### config.mk
export PLATFORM = sky130hd
export DESIGN_NAME = scl_clkgen
export DESIGN_NICKNAME = d
export VERILOG_FILES = /design/src/rtl/scl_clkgen_pkg.sv /design/src/rtl/scl_cfg_regs.sv /design/src/rtl/scl_prescaler.sv /design/src/rtl/scl_phase_fsm.sv /design/src/rtl/scl_clkgen.sv
export SDC_FILE = /design/constraint.sdc
export NUM_CORES = 1
export LEC_CHECK = 0
export BUFFER_PORTS_ARGS = -buffer_cell sky130_fd_sc_hd__buf_4
export CORE_ASPECT_RATIO = 0.8
export CORE_MARGIN = 1.5
export CORE_UTILIZATION = 30
export CTS_CLUSTER_SIZE = 16
export DETAILED_ROUTE_END_ITERATION = 16
export SLEW_MARGIN = 10
export SYNTH_ARGS = -nofsm -noshare
export SYNTH_HDL_FRONTEND = slang
export SYNTH_SLANG_ARGS = --single-unit
### constraint.sdc
create_clock -name clk -period 5.26 [get_ports clk]
set_input_delay 0.263 -clock clk [delete_from_list [all_inputs] [get_ports clk]]
set_output_delay 0.263 -clock clk [all_outputs]
set_load 0.05 [all_outputs]
### src/rtl/scl_clkgen_pkg.sv
package scl_clkgen_pkg;

  typedef enum logic [1:0] {
    PH_OFF  = 2'd0,
    PH_LOW  = 2'd1,
    PH_WAIT = 2'd2,
    PH_HIGH = 2'd3
  } scl_phase_e;

  // Index of the last tick in a phase; a zero count acts as one.
  function automatic int unsigned last_index(int unsigned raw);
    return (raw == 0) ? 0 : raw - 1;
  endfunction

endpackage

### src/rtl/scl_cfg_regs.sv
module scl_cfg_regs #(
  parameter int PRESC_W = 7,
  parameter int CNT_W   = 8,
  localparam int DATA_W = 2 * CNT_W
) (
  input  logic               clk,
  input  logic               rst_n,
  input  logic               wr_en,
  input  logic               wr_sel,
  input  logic [DATA_W-1:0]  wr_data,
  output logic [PRESC_W-1:0] presc,
  output logic               gen_en,
  output logic               fast,
  output logic [CNT_W-1:0]   hi_cnt,
  output logic [CNT_W-1:0]   lo_cnt
);
  localparam int EN_BIT   = PRESC_W;
  localparam int FAST_BIT = PRESC_W + 1;

  always_ff @(posedge clk or negedge rst_n) begin
    if (!rst_n) begin
      presc  <= '0;
      gen_en <= 1'b0;
      fast   <= 1'b0;
      hi_cnt <= '0;
      lo_cnt <= '0;
    end else if (wr_en) begin
      if (!wr_sel) begin
        presc  <= wr_data[PRESC_W-1:0];
        gen_en <= wr_data[EN_BIT];
        fast   <= wr_data[FAST_BIT];
      end else begin
        hi_cnt <= wr_data[DATA_W-1:CNT_W];
        lo_cnt <= wr_data[CNT_W-1:0];
      end
    end
  end

  assert_hold_no_write_R9: assert property (@(posedge clk) disable iff (!rst_n)
    !wr_en |=> $stable({presc, gen_en, fast, hi_cnt, lo_cnt}));

  assert_fast_capture_R2: assert property (@(posedge clk) disable iff (!rst_n)
    (wr_en && !wr_sel) |=> (fast == $past(wr_data[FAST_BIT])));

endmodule

### src/rtl/scl_prescaler.sv
module scl_prescaler #(
  parameter int PRESC_W = 7
) (
  input  logic               clk,
  input  logic               rst_n,
  input  logic               run,
  input  logic               restart,
  input  logic [PRESC_W-1:0] presc,
  output logic               tick
);
  import scl_clkgen_pkg::*;

  logic [PRESC_W-1:0] pcnt;
  logic [PRESC_W-1:0] p_last;

  assign p_last = PRESC_W'(last_index(32'(presc)));
  assign tick   = run && (pcnt >= p_last);

  always_ff @(posedge clk or negedge rst_n) begin
    if (!rst_n)                      pcnt <= '0;
    else if (!run || restart || tick) pcnt <= '0;
    else                             pcnt <= pcnt + PRESC_W'(1);
  end

  assert_tick_wrap_R3: assert property (@(posedge clk) disable iff (!rst_n)
    tick |=> (pcnt == '0));

endmodule

### src/rtl/scl_phase_fsm.sv
module scl_phase_fsm #(
  parameter int CNT_W = 8
) (
  input  logic             clk,
  input  logic             rst_n,
  input  logic             gen_en,
  input  logic             tick,
  input  logic             scl_in,
  input  logic [CNT_W-1:0] hi_cnt,
  input  logic [CNT_W-1:0] lo_cnt,
  output logic             running,
  output logic             restart,
  output logic             scl_pull
);
  import scl_clkgen_pkg::*;

  scl_phase_e       st;
  logic [CNT_W-1:0] cnt;
  logic [CNT_W-1:0] lo_last, hi_last;
  logic             low_done, high_done;

  assign lo_last   = CNT_W'(last_index(32'(lo_cnt)));
  assign hi_last   = CNT_W'(last_index(32'(hi_cnt)));
  assign low_done  = (st == PH_LOW)  && tick && (cnt >= lo_last);
  assign high_done = (st == PH_HIGH) && tick && (cnt >= hi_last);
  assign restart   = (st == PH_WAIT) && scl_in;
  assign running   = (st != PH_OFF);
  assign scl_pull  = (st == PH_LOW);

  always_ff @(posedge clk or negedge rst_n) begin
    if (!rst_n) begin
      st  <= PH_OFF;
      cnt <= '0;
    end else if (!gen_en) begin
      st  <= PH_OFF;
      cnt <= '0;
    end else begin
      case (st)
        PH_OFF: begin
          st  <= PH_LOW;
          cnt <= '0;
        end
        PH_LOW: begin
          if (low_done) begin
            st  <= PH_WAIT;
            cnt <= '0;
          end else if (tick) begin
            cnt <= cnt + CNT_W'(1);
          end
        end
        PH_WAIT: begin
          if (restart) begin
            st  <= PH_HIGH;
            cnt <= '0;
          end
        end
        default: begin
          if (high_done) begin
            st  <= PH_LOW;
            cnt <= '0;
          end else if (tick) begin
            cnt <= cnt + CNT_W'(1);
          end
        end
      endcase
    end
  end

  assert_low_on_tick_R5: assert property (@(posedge clk) disable iff (!rst_n)
    (st == PH_LOW && !tick) |=> (st == PH_LOW || st == PH_OFF));

  assert_wait_stretch_R7: assert property (@(posedge clk) disable iff (!rst_n)
    (st == PH_WAIT && !scl_in) |=> (st == PH_WAIT || st == PH_OFF));

  assert_high_after_sense_R7: assert property (@(posedge clk) disable iff (!rst_n)
    $rose(st == PH_HIGH) |-> $past(scl_in));

endmodule

### src/rtl/scl_clkgen.sv
module scl_clkgen #(
  parameter int PRESC_W = 7,
  parameter int CNT_W   = 8,
  localparam int DATA_W = 2 * CNT_W
) (
  input  logic              clk,
  input  logic              rst_n,
  input  logic              wr_en,
  input  logic              wr_sel,
  input  logic [DATA_W-1:0] wr_data,
  input  logic              scl_in,
  output logic              ref_tick,
  output logic              scl_pull,
  output logic              fast_mode
);
  logic [PRESC_W-1:0] presc;
  logic               gen_en;
  logic [CNT_W-1:0]   hi_cnt, lo_cnt;
  logic               running, restart;

  scl_cfg_regs #(.PRESC_W(PRESC_W), .CNT_W(CNT_W)) u_regs (
    .clk(clk), .rst_n(rst_n), .wr_en(wr_en), .wr_sel(wr_sel),
    .wr_data(wr_data), .presc(presc), .gen_en(gen_en), .fast(fast_mode),
    .hi_cnt(hi_cnt), .lo_cnt(lo_cnt)
  );

  scl_prescaler #(.PRESC_W(PRESC_W)) u_presc (
    .clk(clk), .rst_n(rst_n), .run(running), .restart(restart),
    .presc(presc), .tick(ref_tick)
  );

  scl_phase_fsm #(.CNT_W(CNT_W)) u_phase (
    .clk(clk), .rst_n(rst_n), .gen_en(gen_en), .tick(ref_tick),
    .scl_in(scl_in), .hi_cnt(hi_cnt), .lo_cnt(lo_cnt),
    .running(running), .restart(restart), .scl_pull(scl_pull)
  );

  assert_quiet_when_off_R8: assert property (@(posedge clk) disable iff (!rst_n)
    !gen_en |=> (!ref_tick && !scl_pull));

endmodule

# == Word level (Yosys, flattened, before mapping) ==
# Index checks and enable logic that the tools add are counted.
# word_totals
register_bits,42
in_bits,21
output_inout_bits,3
elab_cells,55
# classes
addsub,5
order_cmp,3
n_eq_ne,6
muxes,15
bitwise,1
n_reduce_logical,17
# ops
op,n
8-bit 2-to-1 mux,7
8-bit case mux with 3 select lines,1
8-bit greater-or-equal comparator,2
8-bit logical NOT,2
8-bit by 1-bit subtractor with 8-bit output (second input constant),2
7-bit 2-to-1 mux,2
8-bit by 1-bit adder with 8-bit output (second input constant),1
2-bit 2-to-1 mux,4
7-bit by 1-bit adder with 7-bit output (second input constant),1
7-bit greater-or-equal comparator,1
7-bit logical NOT,1
7-bit by 1-bit subtractor with 7-bit output (second input constant),1
1-bit logical AND,6
2-bit case mux with 3 select lines,1
5-bit by 2-bit inequality test with 1-bit output (second input constant),1
2-bit equality test (second input constant),2
2-bit AND reduction,2
3-bit by 2-bit inequality test with 1-bit output (second input constant),1
3-bit inequality test (second input constant),1
3-bit AND reduction,1
2-bit by 1-bit equality test with 1-bit output (second input constant),1
2-bit logical NOT,1
1-bit logical OR,2
2-bit nonzero test,1
2 further kinds,2

# == Longest topological paths before layout ==
# depth
ltp_word,9
mapped_depth,16
depth_no_buf,15

# == Modules after synthesis ==
# A second synthesis with hierarchy kept.
# unflattened
cells_unflattened,294
area_unflattened_um2,2974.1
# modules_own_cells
module,n_inst,cells_per_inst,area_per_inst_um2,seq_area_each_um2
scl_phase_fsm,1,175,1397.6,250.2
scl_cfg_regs,1,54,979.7,625.6
scl_prescaler,1,65,596.8,175.2

# == Least setup slack after synthesis ==
# OpenSTA, ideal clock, no wires.
# synth_path
kind,register -> register
start,register u_regs.hi_cnt[5]
end,register u_phase.st[1]
setup_time_ns,0.120
arrival_ns,3.221
required_ns,5.140
setup_slack_ns,1.920
stages_incl_launch_ff,12
n_path_buf,0
synth_period_minus_slack_ns,3.340
path_cell_list,dfrtp_1 or4_1 or4_1 nand2_1 ha_1 and3_4 a221o_1 a22oi_2 a211oi_1 or4_4 a31o_1 and3_1
# synth_between
elab_chain_cells,6
elab_cells_between_ends,7
cone_classes,1 x add/sub; 1 x order compare; 1 x eq/ne; 1 x mux; 3 x reduce/logical
# synth_lines
element,line,rtl
from (decl),scl_cfg_regs.sv:14,"output logic [CNT_W-1:0] hi_cnt,"
from (signal assigned),scl_cfg_regs.sv:33,hi_cnt <= wr_data[DATA_W-1:CNT_W];
8-bit by 1-bit subtractor with 8-bit output or 8-bit logical NOT (tied branches),scl_clkgen_pkg.sv:12,return (raw == 0) ? 0 : raw - 1;
8-bit 2-to-1 mux (*),scl_clkgen_pkg.sv:12,
8-bit greater-or-equal comparator (*),scl_phase_fsm.sv:25,assign high_done = (st == PH_HIGH) && tick && (cnt >= hi_last);
1-bit logical AND (*),scl_phase_fsm.sv:25,
5-bit by 2-bit inequality test with 1-bit output (no source line) (*),--,
3-bit AND reduction (no source line) (*),--,
to (signal assigned),scl_phase_fsm.sv:32,st <= PH_OFF;
to (signal assigned),scl_phase_fsm.sv:35,st <= PH_OFF;
to (signal assigned),scl_phase_fsm.sv:40,st <= PH_LOW;
to (decl),scl_phase_fsm.sv:17,scl_phase_e st;
# Mark *: on every way between the ends. The rest lies on a longest branch, timed or not.
# A chain may end at the register's enable or synchronous reset.

# == Worst setup path in the final report ==
# layout_path
start,register u_regs.hi_cnt[3]
end,register u_phase.st[1]
# Same word-level chain as after synthesis.

==> run summary <==
Post-Synthesis Net Count - 354
Yosys top cell by area - dfrtp_1
RSZ-0062 raised after global routing - no
Post-CTS Setup Repair Bufs - 0
GRT overflow - 0
Area Overhead vs Synth - 16.4%
clock tree buffer depth - 2
register area share after synthesis - 0.365
Seq pwr share - 0.370
number of fill cells - 914
Yosys Warn Count - 0
final hold vios - 0
initial core utilization - 0.313
wire per inst - 13.5 microns
Yosys top cell area share - 0.365
Resized Gates After CTS - 0
Mapped Cells - 300
distinct cell type count of the synthesized netlist - 48
Clock Sinks - 42
clock skew - 0.00290 ns
Rel. slew slack - 0.377
Critical Path Sink Type - register
Pins Over Slew Limit - 0
area of the die - 0.0102 sq mm
core region area - 0.00919 sq mm
Tmin final - 3.58 ns
Avg Inst Size Synth - 9.60 sq um
dpl cell area - 0.00318 sq mm
async set or reset register ratio after synthesis - 1.00
total internal power - 747 uW
Total GRT Usage - 0.125
# H-tree levels - 2
Tightest Pin Transition - 0.933 ns
Post-synth EDFFs - 0
Routed Antenna Nets - 0
layout net count - 381
Worst IR Drop VDD - 0.152 mV
outcome - finished, final reports clean
number of remaining DRC errors - 0
row count - 31
Power Density - 331 mW/mm^2
first-pass iteration count of the detailed router - 4
vias in the first global route - 2200
CTS Buf Count - 5
fin worst setup slack - 1.68 ns
ys flop type - dfrtp_1
root buffer cell - clkbuf_16
I/O pins - 24
share of cells above drive strength 1 - 0.183
slowest CP cell - or4_1
largest delay contributor family on the critical path - simple AND/OR/NAND/NOR gates
IO Port Bufs - 23
combinational power share - 0.316
CTS tree - built
dpl hpwl - 4.51 mm
CP Cell Sequence - or4_1, or4_1, nand2_1, ha_1, and3_4, a221o_1, a22oi_2, a211oi_1, or4_4, a31o_1, and3_1
slowest stage delay, CP - 0.57 ns
flops & latches, synth - 42
Design Area, Final - 0.00335 sq mm
synthesized area - 0.00288 sq mm
antenna violations before repair - 0
endpoints failing setup - 0
biggest area contributors in the synthesized netlist - dfrtp_1, ha_1, mux2_2
Setup CP Type - reg2reg
die width - 113 microns
Hold Crit Class - in2reg
setup_tns - 0 ns
Switch Pwr - 363 uW
Leak - 1.56 nW
Max Cap Viol - 0
most used cell, CP - or4_1
Reg clk slew, reported paths - 0.06 ns
total power - 1.11 mW
die height - 90.6 microns
Routed WL - 5.97 mm
Hold Buf Count CTS - 1
Final Wtd Congestion - 0.822
starting DRC count in detailed routing - 74
reg2reg setup slack - 1.68 ns
Buf+Inv Stages, Crit Path - 0
Via density - 4.96
crit start category - register
Tcrit/Tclk final - 0.680
power share of the clock group - 0.314
Sw Share - 0.327
Critical Path RT - 5.43 ns
Worst-Skew Late Latency - 0.28 ns
worst-path fanout max - 6
DP Worst Slack - 1.71 ns
critical path data arrival time - 3.75 ns
largest net degree at the start of global routing - 43
top post-synthesis cells by count - dfrtp_1, nand2_1, ha_1
most numerous cell in the Yosys netlist - dfrtp_1
max frequency - 279 MHz
# diodes - 0
global-route wire length before repair - 10.5 mm
via count - 2198
kinds of logic (layout without fill, tap and decap cells):
| logic type | after synthesis | after routing | share of synthesized area |
|---|---|---|---|
| muxes | 26 | 26 | 0.101 |
| xor gates and xnor gates | 19 | 19 | 0.0578 |
| DFF | 42 | 42 | 0.365 |
| buffers and inverters | 19 | 47 | 0.0256 |
| adders and majority gates | 33 | 33 | 0.143 |
| AOI/OAI and AO/OA | 44 | 44 | 0.107 |
| and+or+nand+nor | 117 | 117 | 0.200 |
tightest hold or removal path: stages:
cell and delay (ns):
buf_4 0.08, nand2_1 0.04, o21ai_0 0.06
cell type report:
| class | instances | area [sq um] | share of cell area |
|---|---|---|---|
| Multi-Input combinational cell | 239 | 1760 | 0.524 |
| Sequential cell | 42 | 1050 | 0.314 |
| Timing Repair Buffer | 24 | 183 | 0.0545 |
| Tap cell | 115 | 144 | 0.0429 |
| Clock buffer | 7 | 133 | 0.0396 |
| Inverter | 15 | 56.3 | 0.0168 |
| Clock inverter | 1 | 30.0 | 0.00896 |
routing by layer:
layer  global-route usage  vias up  share of wire
met5                    0        -              0
met4               0.0338        0          0.020
met3               0.0268       11          0.028
met2                0.188       33           0.44
met1                0.182     1039           0.51
li1                     -     1115              -
layout by cell type (no fill, tap or decap), types with 2 or more instances in the layout:
| cell | count |
|---|---|
| a21o_1 | 3 |
| a21oi_1 | 8 |
| a221o_1 | 2 |
| a31oi_1 | 4 |
| and2_1 | 4 |
| and3_1 | 7 |
| buf_4 | 23 |
| clkbuf_1 | 2 |
| clkbuf_16 | 5 |
| dfrtp_1 | 42 |
| ha_1 | 33 |
| inv_1 | 14 |
| mux2_2 | 24 |
| mux2i_1 | 2 |
| nand2_1 | 36 |
| nand2b_1 | 6 |
| nand3_1 | 12 |
| nor2_1 | 26 |
| nor2b_1 | 4 |
| nor3_1 | 7 |
| nor3b_1 | 3 |
| o211ai_1 | 4 |
| o21ai_0 | 9 |
| o21ai_1 | 2 |
| or3_1 | 2 |
| or4_1 | 3 |
| xnor2_1 | 8 |
| xor2_1 | 11 |
power by group through the flow:
stage / clock network, mW / logic, mW / registers (mW)
floorplan: 0 / 0.269 / 0.406
global placement: 0 / 0.348 / 0.415
detailed placement: 0 / 0.350 / 0.416
CTS: 0.358 / 0.356 / 0.411
global route: 0.375 / 0.400 / 0.420
finish: 0.349 / 0.351 / 0.410
metrics by stage:
| stage | util | hold WS (ns) | std cells |
|---|---|---|---|
| after floorplan | - | -0.0326 | 300 |
| final | 0.365 | 0.198 | 443 |
| after CTS | 0.365 | 0.199 | 443 |
| after detailed placement | 0.346 | 0.292 | 434 |
| after global routing | 0.365 | 0.210 | 443 |
| after global placement | 0.346 | 0.292 | 434 |
path summary, 6_finish.rpt:
path,from,to,depth (start not counted)
worst max-delay path,u_regs.hi_cnt[3],u_phase.st[1],11
worst min-delay path,wr_data[1],u_regs.presc[1],3
worst max register to register,u_regs.hi_cnt[3],u_phase.st[1],11
worst min register to register,u_presc.pcnt[0],u_presc.pcnt[0],1
max in group asynchronous,rst_n,u_phase.cnt[2],2
min in group asynchronous,rst_n,u_regs.lo_cnt[4],2
state kept, by name, summed over array words and instances, names as in the netlist:
| register | flops |
|---|---|
| u_presc.pcnt | 7 |
| u_phase.cnt | 8 |
| u_regs.gen_en | 1 |
| u_regs.hi_cnt | 8 |
| u_regs.lo_cnt | 8 |
| u_regs.fast | 1 |
| u_phase.st | 2 |
| u_regs.presc | 7 |
Note: power is estimated with default switching activity, not from simulation.
